$ cat config.mk
export PLATFORM = sky130hd
export DESIGN_NAME = sbs_sram
export DESIGN_NICKNAME = d
export VERILOG_FILES = /design/src/rtl/sbs_pkg.sv /design/src/rtl/sbs_burst_ctl.sv /design/src/rtl/sbs_array.sv /design/src/rtl/sbs_outpath.sv /design/src/rtl/sbs_sram.sv
export SDC_FILE = /design/constraint.sdc
export NUM_CORES = 2
export LEC_CHECK = 0
export ABC_CLOCK_PERIOD_IN_PS = 9150
export BUFFER_PORTS_ARGS = -buffer_cell sky130_fd_sc_hd__buf_4
export CAP_MARGIN = 20
export CORE_MARGIN = 1
export CORE_UTILIZATION = 35
export DETAILED_ROUTE_END_ITERATION = 10
export PLACE_DENSITY_LB_ADDON = 0.15
export SLEW_MARGIN = 20
export SYNTH_ARGS = -nofsm -noshare
export SYNTH_HDL_FRONTEND = slang
export SYNTH_SLANG_ARGS = --single-unit
$ cat constraint.sdc
create_clock -name clk -period 9.15 [get_ports clk]
set_input_delay 0.915 -clock clk [delete_from_list [all_inputs] [get_ports clk]]
set_output_delay 0.915 -clock clk [all_outputs]
set_load 0.02 [all_outputs]
$ cat src/rtl/sbs_pkg.sv
package sbs_pkg;

    typedef enum logic [2:0] {
        OP_IDLE,
        OP_PLOAD,
        OP_CLOAD,
        OP_STEP,
        OP_HOLD,
        OP_DESEL
    } op_e;

    // Low two address bits of burst beat `step` from `start`.
    function automatic logic [1:0] burst_lsb(
        input logic [1:0] start,
        input logic [1:0] step,
        input logic       linear
    );
        return linear ? (start + step) : (start ^ step);
    endfunction

endpackage

$ cat src/rtl/sbs_burst_ctl.sv
module sbs_burst_ctl
    import sbs_pkg::*;
#(
    parameter int AW    = 8,
    parameter int LANES = 2
) (
    input  logic             clk,
    input  logic             rst_n,
    input  logic [AW-1:0]    addr,
    input  logic             sel_en,
    input  logic             start_cpu_n,
    input  logic             start_ctl_n,
    input  logic             step_n,
    input  logic             gwe_n,
    input  logic             bwe_n,
    input  logic [LANES-1:0] lane_n,
    input  logic             sleep,
    input  logic             linear,
    output logic [LANES-1:0] we_mask,
    output logic [AW-1:0]    acc_addr,
    output logic [AW-1:0]    addr_q,
    output logic             rd_q
);

    typedef struct packed {
        logic          act;
        logic [AW-1:0] base;
        logic [1:0]    cnt;
        logic          rd;
        logic [AW-1:0] addr;
    } ctl_t;

    ctl_t            s_q, s_d;
    op_e             op;
    logic [LANES-1:0] req_mask;
    logic            access;

    always_comb begin
        s_d      = s_q;
        op       = OP_IDLE;
        we_mask  = '0;
        req_mask = !gwe_n ? '1 : (!bwe_n ? ~lane_n : '0);

        if (sleep)                        op = OP_IDLE;
        else if (!start_cpu_n && sel_en)  op = OP_PLOAD;
        else if (!start_ctl_n)            op = sel_en ? OP_CLOAD : OP_DESEL;
        else if (s_q.act)                 op = step_n ? OP_HOLD : OP_STEP;

        case (op)
            OP_PLOAD, OP_CLOAD: begin
                s_d.act  = 1'b1;
                s_d.base = addr;
                s_d.cnt  = 2'd0;
            end
            OP_STEP:  s_d.cnt = s_q.cnt + 2'd1;
            OP_DESEL: s_d.act = 1'b0;
            default:  ;
        endcase

        acc_addr = {s_d.base[AW-1:2], burst_lsb(s_d.base[1:0], s_d.cnt, linear)};
        access   = (op == OP_PLOAD) || (op == OP_CLOAD) ||
                   (op == OP_STEP)  || (op == OP_HOLD);

        if (access) begin
            we_mask  = (op == OP_PLOAD) ? '0 : req_mask;
            s_d.addr = acc_addr;
            s_d.rd   = ~|we_mask;
        end else begin
            s_d.rd   = 1'b0;
        end
    end

    always_ff @(posedge clk) begin
        if (!rst_n) s_q <= '0;
        else        s_q <= s_d;
    end

    assign addr_q = s_q.addr;
    assign rd_q   = s_q.rd;

endmodule

$ cat src/rtl/sbs_array.sv
module sbs_array #(
    parameter int AW    = 8,
    parameter int LANES = 2
) (
    input  logic                 clk,
    input  logic [LANES-1:0]     we_mask,
    input  logic [AW-1:0]        waddr,
    input  logic [8*LANES-1:0]   wdata,
    input  logic [AW-1:0]        raddr,
    output logic [8*LANES-1:0]   rdata
);

    localparam int DW    = 8 * LANES;
    localparam int DEPTH = 1 << AW;

    logic [DW-1:0] mem [DEPTH];

    always_ff @(posedge clk) begin
        for (int l = 0; l < LANES; l++) begin
            if (we_mask[l]) mem[waddr][8*l +: 8] <= wdata[8*l +: 8];
        end
    end

    assign rdata = mem[raddr];

endmodule

$ cat src/rtl/sbs_outpath.sv
module sbs_outpath #(
    parameter int DW = 16
) (
    input  logic          clk,
    input  logic          rst_n,
    input  logic          pipe_mode,
    input  logic          oe_n,
    input  logic          wreq,
    input  logic          rd_q,
    input  logic [DW-1:0] rdata,
    output logic [DW-1:0] d_out,
    output logic          d_oe
);

    typedef struct packed {
        logic          vld;
        logic [DW-1:0] dat;
    } out_t;

    out_t o_q, o_d;
    logic vld_sel;

    always_comb begin
        o_d.vld = rd_q;
        o_d.dat = rdata;
        vld_sel = pipe_mode ? o_q.vld : rd_q;
        d_out   = pipe_mode ? o_q.dat : rdata;
        d_oe    = vld_sel && !oe_n && !wreq;
    end

    always_ff @(posedge clk) begin
        if (!rst_n) o_q <= '0;
        else        o_q <= o_d;
    end

endmodule

$ cat src/rtl/sbs_sram.sv
module sbs_sram #(
    parameter int AW    = 8,
    parameter int LANES = 2
) (
    input  logic                 clk,
    input  logic                 rst_n,
    input  logic [AW-1:0]        addr,
    input  logic                 sel_a_n,
    input  logic                 sel_b,
    input  logic                 sel_c_n,
    input  logic                 start_cpu_n,
    input  logic                 start_ctl_n,
    input  logic                 step_n,
    input  logic                 gwe_n,
    input  logic                 bwe_n,
    input  logic [LANES-1:0]     lane_n,
    input  logic                 oe_n,
    input  logic                 sleep,
    input  logic                 lin_order_n,
    input  logic                 pipe_mode,
    input  logic [8*LANES-1:0]   d_in,
    output logic [8*LANES-1:0]   d_out,
    output logic                 d_oe
);

    localparam int DW = 8 * LANES;

    logic             sel_en;
    logic             wreq;
    logic [LANES-1:0] we_mask;
    logic [AW-1:0]    acc_addr;
    logic [AW-1:0]    addr_q;
    logic             rd_q;
    logic [DW-1:0]    rdata;

    assign sel_en = !sel_a_n && sel_b && !sel_c_n;
    assign wreq   = !gwe_n || (!bwe_n && !(&lane_n));

    sbs_burst_ctl #(.AW(AW), .LANES(LANES)) u_ctl (
        .clk         (clk),
        .rst_n       (rst_n),
        .addr        (addr),
        .sel_en      (sel_en),
        .start_cpu_n (start_cpu_n),
        .start_ctl_n (start_ctl_n),
        .step_n      (step_n),
        .gwe_n       (gwe_n),
        .bwe_n       (bwe_n),
        .lane_n      (lane_n),
        .sleep       (sleep),
        .linear      (!lin_order_n),
        .we_mask     (we_mask),
        .acc_addr    (acc_addr),
        .addr_q      (addr_q),
        .rd_q        (rd_q)
    );

    sbs_array #(.AW(AW), .LANES(LANES)) u_array (
        .clk     (clk),
        .we_mask (we_mask),
        .waddr   (acc_addr),
        .wdata   (d_in),
        .raddr   (addr_q),
        .rdata   (rdata)
    );

    sbs_outpath #(.DW(DW)) u_out (
        .clk       (clk),
        .rst_n     (rst_n),
        .pipe_mode (pipe_mode),
        .oe_n      (oe_n),
        .wreq      (wreq),
        .rd_q      (rd_q),
        .rdata     (rdata),
        .d_out     (d_out),
        .d_oe      (d_oe)
    );

endmodule

==> flow_summary.json <==
{
  "status": "finished with violations",
  "failed_checks": "DRC",
  "rows": 248,
  "htreeDepth": 5,
  "crit_path_max_fanout": 70,
  "postCtsSetupBuffers": 0,
  "yosys.area_share.adder": 0.0000776,
  "grt_pass1_wl_mm": 694,
  "critPathRequiredTime_ps": 8240,
  "synth-xor-area-share": 0.000209,
  "hold_viol": 0,
  "crit_arrival_ps": 6250,
  "synth-simple-area-share": 0.0260,
  "min-delay-start": "addr[5]",
  "synth_compound_area_frac": 0.0295,
  "finClkSkew_ps": 44.7,
  "vdd_ir_drop_max_mv": 0.158,
  "synth_top_family_by_area": "multiplexers",
  "cts_tree": "done",
  "gp_congestion": 0.812,
  "ctsLongestPathBuffers": 4,
  "critical_path_class": "register to output port",
  "setup_viol": 0,
  "dr.pass1.iters": 11,
  "worstReg2RegStart": "u_ctl.s_q[19]",
  "track_usage": 0.215,
  "hold_depth": 3,
  "yosys_most_used_dff": "edfxtp_1",
  "grt_max_degree": 153,
  "synth_edf_count": 4096,
  "min_period_ps": 7160,
  "ys_warn_count": 0,
  "area_delta_synth_final_pct": 14.0,
  "hpwl_mm": 305,
  "rsz0062_at_grt": "no",
  "insertion_delay_ps": 1010,
  "avgSynthCellArea_um2": 20.8,
  "synth-async-reset-ratio": 0,
  "max_freq_mhz": 140,
  "max_cap_viol_count": 0,
  "cts_hold_buf": 0,
  "vias": 81000,
  "final.period_utilization": 0.783,
  "wl_per_cell_um": 34.9,
  "clkTransAtPathRegs_ps": 60,
  "syn_area_um2": 161000,
  "power.density_nw_per_um2": 217,
  "synth.distinct_cells": 75,
  "crit_top_cell": "mux4_2",
  "layout_commonest_cell": "edfxtp_1",
  "fin_setup_tns_ps": 0,
  "r2r_slack_ps": 3970,
  "grt-ovfl-total": 0,
  "worstPathCellList": "buf_4, buf_12, mux4_2, mux4_2, a21o_1, mux4_2, a211oi_1, a21oi_1, buf_4",
  "numCtsBuffers": 428,
  "synthCells": 7767,
  "start_util": 0.352,
  "num_io_pins": 57,
  "ant_nets": 0,
  "nets": 8028,
  "clock_sinks": 4141,
  "io_buffers": 56,
  "cpMaxStageDelayCell": "dfxtp_4",
  "mostFrequentLayoutCells": "edfxtp_1 (4096), mux4_2 (913), nor2_1 (601)",
  "fp.dieW_um": 681,
  "vias_per_cell": 5.59,
  "drt_wl_total_mm": 506,
  "die_area_um2": 464000,
  "grt_pass1_vias": 81400,
  "slew_headroom": 0.166,
  "leakagePower_nw": 55.0,
  "ys_ff_latch": 4141,
  "post-place-cells": 13700,
  "min_to": "u_ctl.s_q[16]",
  "r2r_cells": 11,
  "worst_path_dominant_cell_family": "multiplexers",
  "worst_path_largest_cell_delay_ps": 990,
  "crit_buf_inv": 3,
  "core_um2": 458000,
  "hp-class": "input pin to register",
  "drt_iter0_drc": 9622,
  "antenna_found_initial": 34,
  "worstMarginPinSlew_ps": 1220,
  "reg2reg_to": "u_array.mem[67][8]",
  "end_kind": "output port",
  "drcViolationCount": 16,
  "power_mw": 39.9,
  "instances_no_fill": 14500,
  "ys_seq_area_frac": 0.768,
  "drv_slew": 0,
  "die_h_um": 681,
  "fillers": 40300,
  "cp-start-kind": "register",
  "cts_root_buffer": "clkbuf_16",
  "muxShareOfSynthArea": 0.161,
  "synth_nets": 7808,
  "layout-drive-gt1-share": 0.237,
  "ctsResizeCount": 0
}
layer usage:
metal  GRT usage  part of all wire  wire length (µm)
met2       0.342              0.47            238000
met1       0.307              0.43            219000
met3      0.0395             0.072             36500
met5           0          0.000026                13
met4      0.0515             0.025             12600
kinds of logic after synthesis:
family          count (synthesis)
compound gates                658
xor+xnor                        3
fa+ha+maj                       1
buf+inv                       496
flops                        4141
mux                          1442
simple gates                 1026
worst max-delay path by stage:
stage	startpoint	end	slack, ps	cells past startpoint
after floorplan	sel_a_n	u_array.mem[48][0]	4500	11
after global routing	register	d_out[15]	1840	9
after global placement	sel_a_n	u_array.mem[74][11]	2270	12
after detailed placement	sel_a_n	u_array.mem[74][10]	2230	12
final	register	d_out[15]	1990	9
after CTS	register	d_out[10]	1820	10
flip-flops by register name, summed over array words and instances (netlist names), named ones only:
| signal | cells |
|---|---|
| u_ctl.s_q | 11 |
| u_array.mem | 4096 |
| u_out.o_q | 17 |
| u_ctl.rd_q | 1 |
| u_ctl.addr_q | 8 |
Yosys cell counts, types with 12 or more instances:
cell | number | share of area
nor3_1 | 41 | 0.0013
a21oi_1 | 124 | 0.0038
mux4_2 | 913 | 0.13
o32ai_1 | 12 | 0.00065
clkbuf_1 | 226 | 0.0053
edfxtp_1 | 4096 | 0.76
o221ai_1 | 136 | 0.0074
o22ai_1 | 70 | 0.0027
mux2i_1 | 448 | 0.028
o21ai_0 | 61 | 0.0019
buf_2 | 107 | 0.0033
dfxtp_1 | 45 | 0.0056
mux2_2 | 81 | 0.0057
buf_6 | 19 | 0.0013
a221oi_1 | 24 | 0.0013
nand2_1 | 238 | 0.0055
buf_1 | 44 | 0.0010
o31ai_1 | 21 | 0.00098
a311oi_1 | 15 | 0.00081
o311ai_0 | 25 | 0.0014
a31oi_1 | 20 | 0.00078
and2_1 | 22 | 0.00085
and3_1 | 22 | 0.00085
nand3_1 | 46 | 0.0014
a22oi_1 | 26 | 0.0012
nor2b_1 | 15 | 0.00058
buf_4 | 87 | 0.0040
a211oi_1 | 24 | 0.0011
nor2_1 | 612 | 0.014
metrics by stage:
stage,hold slack [ps],cell area [µm²],worst slack [ps],util
after floorplan,434,161000,4500,-
after global placement,438,170000,2270,0.370
after detailed placement,448,170000,2230,0.371
after CTS,163,184000,1820,0.402
after global routing,242,184000,1840,0.402
final,264,184000,1990,0.402
power by group:
part / internal (mW) / total, mW / switching, mW
registers: 20.8 / 20.9 / 0.0123
clock network: 10.4 / 17.9 / 7.53
logic: 0.234 / 1.13 / 0.897
final cells by class:
cell class	instances	area (µm²)	area share
timing repair buffer	273	2690	0.0146
sequential	4141	124000	0.674
clock buffer	521	11300	0.0615
antenna	9	22.5	0.000122
multi-input combinational	3130	35300	0.192
inverter	13	78.8	0.000428
tap	6125	7660	0.0417
clock inverter	276	3000	0.0163
tightest hold or removal path: cells and delay by family:
family,cells,cell delay (ps)
muxes,1,100
buffers and inverters,1,140
and+or+nand+nor,1,80
(Power assumes the default switching activity.)
